==> src/rtl/occl_pkg.sv <==
// Shared types for the occlusion-masked write stage.
package occl_pkg;
    // States of the mask word fetch engine.
    typedef enum logic [1:0] {
        MF_IDLE = 2'd0,
        MF_REQ  = 2'd1,
        MF_WAIT = 2'd2
    } mfetch_e;
endpackage

==> src/rtl/occl_mask_cache.sv <==
// Single-entry cache of the visibility bitmap.
// Holds one MW-bit mask word tagged by row and word column. On a miss it
// issues one read and waits for the response. Assumes at most one read is
// outstanding and that the response arrives no earlier than the cycle after
// the request is taken. flush drops the cached word.
module occl_mask_cache
    import occl_pkg::*;
#(
    parameter int AW = 32,
    parameter int CW = 12,
    parameter int MW = 32
) (
    input  logic          clk,
    input  logic          rst_n,
    input  logic          flush,
    input  logic          lookup,
    input  logic [CW-1:0] px,
    input  logic [CW-1:0] py,
    input  logic [AW-1:0] mask_base,
    input  logic [AW-1:0] mask_stride,
    output logic          hit,
    output logic          vis_bit,
    output logic          busy,
    output logic          mrd_req_valid,
    input  logic          mrd_req_ready,
    output logic [AW-1:0] mrd_req_addr,
    input  logic          mrd_rsp_valid,
    input  logic [MW-1:0] mrd_rsp_data
);
    localparam int IDX_W = $clog2(MW);
    localparam int COL_W = CW - IDX_W;

    mfetch_e          st_q;
    logic [MW-1:0]    word_q;
    logic [CW-1:0]    tag_y_q, pend_y_q;
    logic [COL_W-1:0] tag_col_q, pend_col_q;
    logic             tag_ok_q;
    logic [AW-1:0]    addr_q;

    logic [COL_W-1:0] col;
    logic             tag_match;
    logic [AW-1:0]    word_addr;

    // Word column of the presented pixel and its bitmap word address.
    always_comb begin
        col       = px[CW-1:IDX_W];
        tag_match = tag_ok_q && (tag_y_q == py) && (tag_col_q == col);
        word_addr = mask_base + AW'(py) * mask_stride + AW'(col);
    end

    assign hit           = (st_q == MF_IDLE) && tag_match;
    assign vis_bit       = word_q[px[IDX_W-1:0]];
    assign busy          = (st_q != MF_IDLE);
    assign mrd_req_valid = (st_q == MF_REQ);
    assign mrd_req_addr  = addr_q;

    // Fetch engine: detect a miss, issue the read, capture the response.
    always_ff @(posedge clk) begin
        if (!rst_n) begin
            st_q       <= MF_IDLE;
            word_q     <= '0;
            tag_y_q    <= '0;
            tag_col_q  <= '0;
            tag_ok_q   <= 1'b0;
            pend_y_q   <= '0;
            pend_col_q <= '0;
            addr_q     <= '0;
        end else begin
            case (st_q)
                MF_IDLE: begin
                    if (lookup && !flush && !tag_match) begin
                        st_q       <= MF_REQ;
                        addr_q     <= word_addr;
                        pend_y_q   <= py;
                        pend_col_q <= col;
                    end
                end
                MF_REQ: begin
                    if (mrd_req_ready) begin
                        st_q <= MF_WAIT;
                    end
                end
                MF_WAIT: begin
                    if (mrd_rsp_valid) begin
                        st_q      <= MF_IDLE;
                        word_q    <= mrd_rsp_data;
                        tag_y_q   <= pend_y_q;
                        tag_col_q <= pend_col_q;
                        tag_ok_q  <= 1'b1;
                    end
                end
                default: st_q <= MF_IDLE;
            endcase
            if (flush) begin
                tag_ok_q <= 1'b0;
            end
        end
    end


    req_hold_chk: assert property (@(posedge clk) disable iff (!rst_n)
        (mrd_req_valid && !mrd_req_ready) |=> (mrd_req_valid && $stable(mrd_req_addr)));


    wait_no_hit_chk: assert property (@(posedge clk) disable iff (!rst_n)
        (mrd_req_valid && mrd_req_ready) |=> !hit);
endmodule

==> src/rtl/occl_fb_port.sv <==
// Single-slot frame-buffer write request register.
// Loads one pixel's write (address derived from screen coordinates, data)
// and holds it until the write port takes it. slot_free tells the upstream
// logic that a load may happen this cycle.
module occl_fb_port #(
    parameter int AW = 32,
    parameter int CW = 12,
    parameter int DW = 32
) (
    input  logic          clk,
    input  logic          rst_n,
    input  logic          load,
    input  logic [CW-1:0] px,
    input  logic [CW-1:0] py,
    input  logic [DW-1:0] rgb,
    input  logic [AW-1:0] fb_base,
    input  logic [AW-1:0] fb_pitch,
    output logic          slot_free,
    output logic          fbw_valid,
    input  logic          fbw_ready,
    output logic [AW-1:0] fbw_addr,
    output logic [DW-1:0] fbw_data
);
    localparam int BYTE_SH = $clog2(DW / 8);

    logic [AW-1:0] pix_addr;

    // Byte address of the pixel in the frame buffer.
    always_comb begin
        pix_addr = fb_base + AW'(py) * fb_pitch + (AW'(px) << BYTE_SH);
    end

    assign slot_free = !fbw_valid || fbw_ready;

    // Write slot: load on acceptance, release when the port takes it.
    always_ff @(posedge clk) begin
        if (!rst_n) begin
            fbw_valid <= 1'b0;
            fbw_addr  <= '0;
            fbw_data  <= '0;
        end else if (load) begin
            fbw_valid <= 1'b1;
            fbw_addr  <= pix_addr;
            fbw_data  <= rgb;
        end else if (fbw_ready) begin
            fbw_valid <= 1'b0;
        end
    end


    wr_hold_chk: assert property (@(posedge clk) disable iff (!rst_n)
        (fbw_valid && !fbw_ready) |=> (fbw_valid && $stable(fbw_addr) && $stable(fbw_data)));
endmodule

==> src/rtl/occl_frame_ctl.sv <==
// Frame sequencing and statistics.
// start latches width*height, clears the counters and opens the frame.
// Each accepted pixel is counted as written or dropped; the frame closes
// and done rises after the last pixel. Assumes NW >= 2*CW.
module occl_frame_ctl #(
    parameter int CW = 12,
    parameter int NW = 24
) (
    input  logic          clk,
    input  logic          rst_n,
    input  logic          start,
    input  logic [CW-1:0] width,
    input  logic [CW-1:0] height,
    input  logic          accept,
    input  logic          vis,
    output logic          running,
    output logic          done,
    output logic [NW-1:0] cnt_written,
    output logic [NW-1:0] cnt_dropped
);
    logic [NW-1:0] total_q, acc_q, tot;

    // Pixel count of the frame being started.
    always_comb begin
        tot = NW'(width) * NW'(height);
    end

    // Frame state, accepted-pixel count and visibility statistics.
    always_ff @(posedge clk) begin
        if (!rst_n) begin
            total_q     <= '0;
            acc_q       <= '0;
            running     <= 1'b0;
            done        <= 1'b0;
            cnt_written <= '0;
            cnt_dropped <= '0;
        end else if (start) begin
            total_q     <= tot;
            acc_q       <= '0;
            running     <= (tot != '0);
            done        <= (tot == '0);
            cnt_written <= '0;
            cnt_dropped <= '0;
        end else if (accept) begin
            acc_q <= acc_q + 1'b1;
            if (vis) begin
                cnt_written <= cnt_written + 1'b1;
            end else begin
                cnt_dropped <= cnt_dropped + 1'b1;
            end
            if (acc_q + 1'b1 == total_q) begin
                running <= 1'b0;
                done    <= 1'b1;
            end
        end
    end


    count_step_chk: assert property (@(posedge clk) disable iff (!rst_n)
        (accept && !start) |=> ((cnt_written + cnt_dropped) == ($past(cnt_written + cnt_dropped) + 1'b1)));


    done_closed_chk: assert property (@(posedge clk) disable iff (!rst_n)
        done |-> !running);
endmodule

==> src/rtl/occl_write_stage.sv <==
// Occlusion-masked pixel write stage (top).
// Accepts screen-addressed RGB pixels, looks up each pixel's visibility bit
// through a one-word mask cache, and forwards visible pixels as frame-buffer
// writes. Assumes configuration inputs are stable for the length of a frame
// and that software edits the bitmap only between frames.
module occl_write_stage #(
    parameter int AW = 32,
    parameter int CW = 12,
    parameter int NW = 24,
    parameter int MW = 32,
    parameter int DW = 32
) (
    input  logic          clk,
    input  logic          rst_n,
    input  logic          start,
    input  logic [CW-1:0] cfg_width,
    input  logic [CW-1:0] cfg_height,
    input  logic [AW-1:0] cfg_mask_base,
    input  logic [AW-1:0] cfg_mask_stride,
    input  logic [AW-1:0] cfg_fb_base,
    input  logic [AW-1:0] cfg_fb_pitch,
    input  logic          pix_valid,
    output logic          pix_ready,
    input  logic [CW-1:0] pix_x,
    input  logic [CW-1:0] pix_y,
    input  logic [DW-1:0] pix_rgb,
    output logic          mrd_req_valid,
    input  logic          mrd_req_ready,
    output logic [AW-1:0] mrd_req_addr,
    input  logic          mrd_rsp_valid,
    input  logic [MW-1:0] mrd_rsp_data,
    output logic          fbw_valid,
    input  logic          fbw_ready,
    output logic [AW-1:0] fbw_addr,
    output logic [DW-1:0] fbw_data,
    output logic [NW-1:0] cnt_written,
    output logic [NW-1:0] cnt_dropped,
    output logic          done
);
    logic running, hit, vis_bit, mask_busy, slot_free, accept;

    // Acceptance: frame open, mask word present, write slot available.
    always_comb begin
        pix_ready = running && !start && hit && slot_free;
        accept    = pix_valid && pix_ready;
    end

    occl_mask_cache #(.AW(AW), .CW(CW), .MW(MW)) mask_i (
        .clk          (clk),
        .rst_n        (rst_n),
        .flush        (start),
        .lookup       (pix_valid && running),
        .px           (pix_x),
        .py           (pix_y),
        .mask_base    (cfg_mask_base),
        .mask_stride  (cfg_mask_stride),
        .hit          (hit),
        .vis_bit      (vis_bit),
        .busy         (mask_busy),
        .mrd_req_valid(mrd_req_valid),
        .mrd_req_ready(mrd_req_ready),
        .mrd_req_addr (mrd_req_addr),
        .mrd_rsp_valid(mrd_rsp_valid),
        .mrd_rsp_data (mrd_rsp_data)
    );

    occl_fb_port #(.AW(AW), .CW(CW), .DW(DW)) wr_i (
        .clk      (clk),
        .rst_n    (rst_n),
        .load     (accept && vis_bit),
        .px       (pix_x),
        .py       (pix_y),
        .rgb      (pix_rgb),
        .fb_base  (cfg_fb_base),
        .fb_pitch (cfg_fb_pitch),
        .slot_free(slot_free),
        .fbw_valid(fbw_valid),
        .fbw_ready(fbw_ready),
        .fbw_addr (fbw_addr),
        .fbw_data (fbw_data)
    );

    occl_frame_ctl #(.CW(CW), .NW(NW)) ctl_i (
        .clk        (clk),
        .rst_n      (rst_n),
        .start      (start),
        .width      (cfg_width),
        .height     (cfg_height),
        .accept     (accept),
        .vis        (vis_bit),
        .running    (running),
        .done       (done),
        .cnt_written(cnt_written),
        .cnt_dropped(cnt_dropped)
    );


    fetch_stall_chk: assert property (@(posedge clk) disable iff (!rst_n)
        mask_busy |-> !pix_ready);


    closed_stall_chk: assert property (@(posedge clk) disable iff (!rst_n)
        !running |-> !pix_ready);


    miss_req_chk: assert property (@(posedge clk) disable iff (!rst_n)
        $rose(mrd_req_valid) |-> $past(pix_valid && !pix_ready));


    vis_write_chk: assert property (@(posedge clk) disable iff (!rst_n)
        (accept && vis_bit) |=> (fbw_valid && fbw_data == $past(pix_rgb)));


    drop_nowrite_chk: assert property (@(posedge clk) disable iff (!rst_n)
        (accept && !vis_bit) |=> !fbw_valid);
endmodule

==> config.mk <==
export PLATFORM = sky130hd
export DESIGN_NAME = occl_write_stage
export DESIGN_NICKNAME = d
export VERILOG_FILES = /design/src/rtl/occl_pkg.sv /design/src/rtl/occl_mask_cache.sv /design/src/rtl/occl_fb_port.sv /design/src/rtl/occl_frame_ctl.sv /design/src/rtl/occl_write_stage.sv
export SDC_FILE = /design/constraint.sdc
export NUM_CORES = 2
export LEC_CHECK = 0
export BUFFER_PORTS_ARGS = -buffer_cell sky130_fd_sc_hd__buf_2
export CAP_MARGIN = 20
export CORE_MARGIN = 2
export CORE_UTILIZATION = 44
export CTS_BUF_LIST = sky130_fd_sc_hd__clkbuf_8
export CTS_CLUSTER_SIZE = 10
export DETAILED_ROUTE_END_ITERATION = 8
export PLACE_DENSITY = 0.61
export SLEW_MARGIN = 20
export SYNTH_ARGS = -nofsm -noshare
export SYNTH_HDL_FRONTEND = slang
export SYNTH_SLANG_ARGS = --single-unit
==> constraint.sdc <==
create_clock -name clk -period 9.8 [get_ports clk]
set_clock_uncertainty 0.1 [all_clocks]
set_input_delay 2.94 -clock clk [delete_from_list [all_inputs] [get_ports clk]]
set_output_delay 2.94 -clock clk [all_outputs]
set_load 0.02 [all_outputs]
* Word-level counts from Yosys, hierarchy flattened *
Cells that the tools add are included.
W data, S select, Z words.

storage, ports and cells
  output and inout port bits = 148
  register bits = 268
  input port bits = 247
  logic and storage cells = 80

operators by class
  bitwise operators = 2
  order comparisons = 1
  multiply operators = 3
  equality and inequality tests = 8
  add/subtract/negate cells = 7
  mux-type cells = 14
  reductions and logical operators = 28

operators by type and width
  kind                     count
  $add A24 B1 Y24 const B  3
  $add A32 B32 Y32         2
  $mul A12 B32 Y32         2
  $add A32 B14 Y32         1
  $add A32 B7 Y32          1
  $eq A24 B24 Y1           1
  $logic_not A24 Y1        1
  $mul A12 B12 Y24         1
  $reduce_bool A24 Y1      1
  $eq A12 B12 Y1           1
  $logic_and A1 B1 Y1      11
  $reduce_and A2 Y1        5
  $mux W1                  9
  $eq A7 B7 Y1             1
  $lt A5 B6 Y1 const B     1
  $mux W2                  3
  $pmux W2 S3              1
  $reduce_bool A2 Y1       3
  $bmux W1 S5              1
  $ne A2 B2 Y1 const B     2
  $logic_not A1 Y1         3
  $reduce_and A3 Y1        1
  $eq A2 B1 Y1 const B     1
  $eq A2 B2 Y1 const B     1
  other kinds (5)          6

* Longest topological paths before layout *
  depth in word-level cells = 9
  mapped depth = 25
  mapped depth without buffers = 23

* Modules after synthesis *
A second synthesis with hierarchy kept.

unflattened totals
  cells, all modules = 4152
  area, all modules = 37364.6 um^2

by module, submodules not included
  module            area an instance (um^2)  seq. area each (um^2)  cells each  instances
  occl_mask_cache   14710.4                  2102.0                 1600        1
  occl_fb_port      12833.6                  1301.2                 1380        1
  occl_frame_ctl    9790.6                   1961.9                 1168        1
  occl_write_stage  30.0                     0.0                    4           1

* Least setup slack after synthesis *
No wires, ideal clock.

  kind = input-to-reg
  from = in pix_y[3]
  to = reg wr_i.fbw_addr[24]
  data required time = 9626 ps
  library setup time = 74 ps
  stages on the path = 24
  path slack = 730 ps
  arrival time = 8896 ps
  cell sequence = clkbuf_1 > clkbuf_1 > clkbuf_1 > nand2_1 > fa_1 > inv_1 > fa_1 > inv_1 > fa_1 > inv_1 > fa_1 > fa_1 > inv_1 > fa_1 > inv_1 > ha_1 > o21a_1 > nand4_1 > o31ai_1 > a41oi_1 > o21ai_0 > a21oi_1 > or3_1 > a31oi_1

between the ends
  word-level cells in the longest chain between the ends = 8

ends and longest elaborated chain
  element                                                   RTL line                RTL
  from (decl)                                               occl_write_stage.sv:25  input logic [CW-1:0] pix_y,
  branches (longest 8 deep; another with $mul A12 B32 Y32)  n/a
  to (signal assigned)                                      occl_fb_port.sv:43      fbw_addr <= pix_addr;
  to (decl)                                                 occl_fb_port.sv:21      output logic [AW-1:0] fbw_addr,

Parallel ways; which one is timed is not known.
A chain may end at the register's enable or synchronous reset.

* Worst setup path after layout *
  from = in pix_y[4]
  to = reg wr_i.fbw_addr[31]

The elaborated chain is that of the path after synthesis.

==> key figures <==
Detailed routing
  – Post-Route M1 WL: between 40,000 and 50,000 µm
  – Routed length per instance: approximately 18 µm
  – Avg Vias per Cell: between 5 and 6
  – Met3 WL: between 5000 and 6000 µm
  – Drt drc: 0
  – Final wirelength: about 100,000 µm
  – Vias: around 29,000
  – Drt initial violations: between 1,000 and 1,500
  – Routed wl met2: 49,690 µm
  – Routed Antenna Nets: 0
  – Pre-antenna DRT Iters: 5
  – DR top layer: met5

Global route
  – Initial antenna violation count: 19
  – Global-route usage over all layers: 24.62%
  – Vias in the first global route: roughly 30,000
  – Gr ovfl total: 0
  – First-pass GRT wire length: roughly 170,000 µm
  – Largest net degree at the start of global routing: roughly 110

Placed design
  – Detail Placement HPWL: about 84,000 µm
  – GP Congestion: approximately 0.91
  – Port Buffers: 394
  – Placed cell count: ~5,600

Pwr
  – Leakage: 19.22 nW
  – Total power: between 10 and 15 mW
  – PD cells: roughly 350 mW/mm²
  – Peak supply drop: ~450 µV

Die
  – Num ports: ~400
  – Row count: ~110
  – Die height: between 200 and 300 µm
  – Initial Util: 44.59%
  – Die area: approximately 0.086 mm²
  – Chip Width: 292.7 µm
  – Core Region: around 0.082 mm²

Setup path
  – CP startpoint kind: input pin
  – Req. time, crit path: 10.27 ns
  – Arr. time, crit path: roughly 9.4 ns
  – Reg2reg start: ctl_i.running
  – Class of the most critical setup path: input pin to register
  – CP endpoint kind: register
  – CP Max Fanout: 20
  – Launch point of the worst path: pix_y[4]

Timing
  – Setup TNS Final: 0 ns
  – Hold Vio Cnt, Final: 0
  – Final worst path period need: a little under 9 ns
  – Peak Freq: 0.1120 GHz
  – Final hold slack: ~0.35 ns
  – Slew HR: between 20% and 30%
  – Final Max Tran Viols: 0
  – Final period util: between 90 and 100%
  – Endpoints failing setup: 0
  – RSZ-0062 raised after global routing: no
  – Transition at the pin with the smallest max-transition slack: between 1 and 1.5 ns

Layout
  – Non-Filler Instances: about 5,600
  – Nets: 5,652
  – Final core occ: 49.32%
  – Share of cells above drive strength 1: a little under an eighth
  – Area Overhead vs Synth: 10.60%

Yosys
  – Syn Nets: roughly 5,400
  – Top FF cell, synth: dfxtp_1
  – Post-synth design cell area: 0.03667 mm²
  – Synth Warn #: 0
  – Mapped Cells: 4,277
  – Average size of a mapped cell: around 8.6 µm²
  – Post-synth ARST share: 0%
  – Netlist cell types: 70
  – Sequential-to-total area share from yosys stat: between 10 and 15%
  – Number of synthesized register bits: between 200 and 300
  – Post-synth EDFFs: 0

Hold path
  – Worst Hold Class: register to register
  – Worst Min Path Start: wr_i.fbw_addr[8]

Job
  – Max_cap viols: 0

Clocking
  – Later-pin clock latency in the skew report: between 0.6 and 0.7 ns
  – Post-CTS sizing: 0
  – TritonCTS clock tree: yes
  – Post-CTS Setup Inserts: 0
  – Num CTS Buffers: 47
  – Clock buffer depth: 3
  – Root buf cell: clkbuf_8
  – CTS sink cnt: ~270
  – H-tree depth: 2
  – Hold Buf Count CTS: 0
  – Worst-path clk slew: ~0.06 ns

Status
  – Status: completed
## registers in the layout, indices dropped and copies added (netlist names)
signal               flops
mask_i.pend_y_q         12
mask_i.word_q           32
wr_i.fbw_valid           1
ctl_i.total_q           24
mask_i.pend_col_q        7
mask_i.tag_col_q         7
wr_i.fbw_addr           32
ctl_i.running            1
ctl_i.done               1
ctl_i.cnt_dropped       24
mask_i.tag_ok_q          1
wr_i.fbw_data           32
mask_i.tag_y_q          12
ctl_i.acc_q             24
mask_i.mrd_req_addr     32
mask_i.st_q              2
ctl_i.cnt_written       24
## stage by stage
step | cell area, µm² | setup WS [ns]
finish | 40560 | 0.8754
global route | 40550 | 0.5746
CTS | 40540 | 0.9265
detailed placement | 39490 | 0.2334
global placement | 39490 | 0.3244
floorplan | 36670 | 0.7302
## cell usage after synthesis (all sizes together) (60+ instances only)
cell / n / area share, %
a21oi: 222 / 3.0
and2: 311 / 5.3
clkbuf: 201 / 2.1
dfxtp: 268 / 15
fa: 651 / 36
ha: 220 / 7.5
inv: 695 / 7.1
nand2: 845 / 8.6
nand3: 60 / 0.82
nor2: 132 / 1.4
o21ai: 72 / 0.98
xnor2: 113 / 2.7
xor2: 87 / 2.1
## layout by cell type (no fill, tap or decap), types with 24 or more instances in the layout
master	instances
clkbuf_8	58
nor3_1	25
nand3_1	60
dfxtp_1	268
and2_1	311
xnor2_1	113
and3_1	26
ha_1	220
inv_1	706
nor2_1	131
buf_2	394
nand2_1	842
buf_4	36
xor2_1	87
o21ai_0	71
a21oi_1	222
or3_1	33
fa_1	651
mux2i_1	24
a21o_1	27
## logic make-up after synthesis
group | Yosys count | synth area share [%]
and+or+nand+nor | 1541 | 19.64
buffers and inverters | 920 | 9.441
adders and majority gates | 871 | 43.04
AOI/OAI and AO/OA | 441 | 7.134
DFF | 268 | 14.63
xor gates and xnor gates | 200 | 4.777
muxes | 36 | 1.331
## per-layer routing
metal | up-vias | track usage, %
met1 | 14352 | 33.14
met2 | 678 | 41.43
met5 | - | 0
met4 | 24 | 5.629
li1 | 13679 | -
met3 | 153 | 4.264
## power breakdown
part           switching [mW]  total (mW)  internal [mW]
clock                   0.535        1.18          0.649
sequential             0.0534        1.22           1.17
combinational            6.74        11.8           5.03
## worst max-delay path, stage by stage
cell	delay, ns
buf_2	0.49
buf_4	0.31
nand2_1	0.09
fa_1	0.49
fa_1	0.54
inv_1	0.06
fa_1	0.52
inv_1	0.05
fa_1	0.45
fa_1	0.50
inv_1	0.05
fa_1	0.43
ha_1	0.36
a211o_1	0.34
a21oi_1	0.26
nand3b_1	0.16
o2111ai_1	0.36
a211o_1	0.24
a31oi_1	0.11
xnor2_1	0.39
nand2_1	0.10
a21oi_1	0.17
## layout make-up
type                            count  area, µm²
Antenna cell                        7      17.52
Clock buffer                       58      798.3
Clock inverter                     29      254.0
Fill cell                        8035      41680
Inverter                          695       2614
Multi-Input combinational cell   3089      27870
Sequential cell                   268       5365
Tap cell                         1070       1339
Timing Repair Buffer              433       2302
## path summary, 6_finish.rpt
kind | to | slack [ns] | cells past startpoint
worst min-delay path | wr_i.fbw_addr[8] | 0.35 | 2
worst min register to register | wr_i.fbw_addr[8] | 0.35 | 2
worst max register to register | ctl_i.acc_q[18] | 5.95 | 8
worst max-delay path | wr_i.fbw_addr[31] | 0.88 | 22
Power figures use the tool's default switching activity.
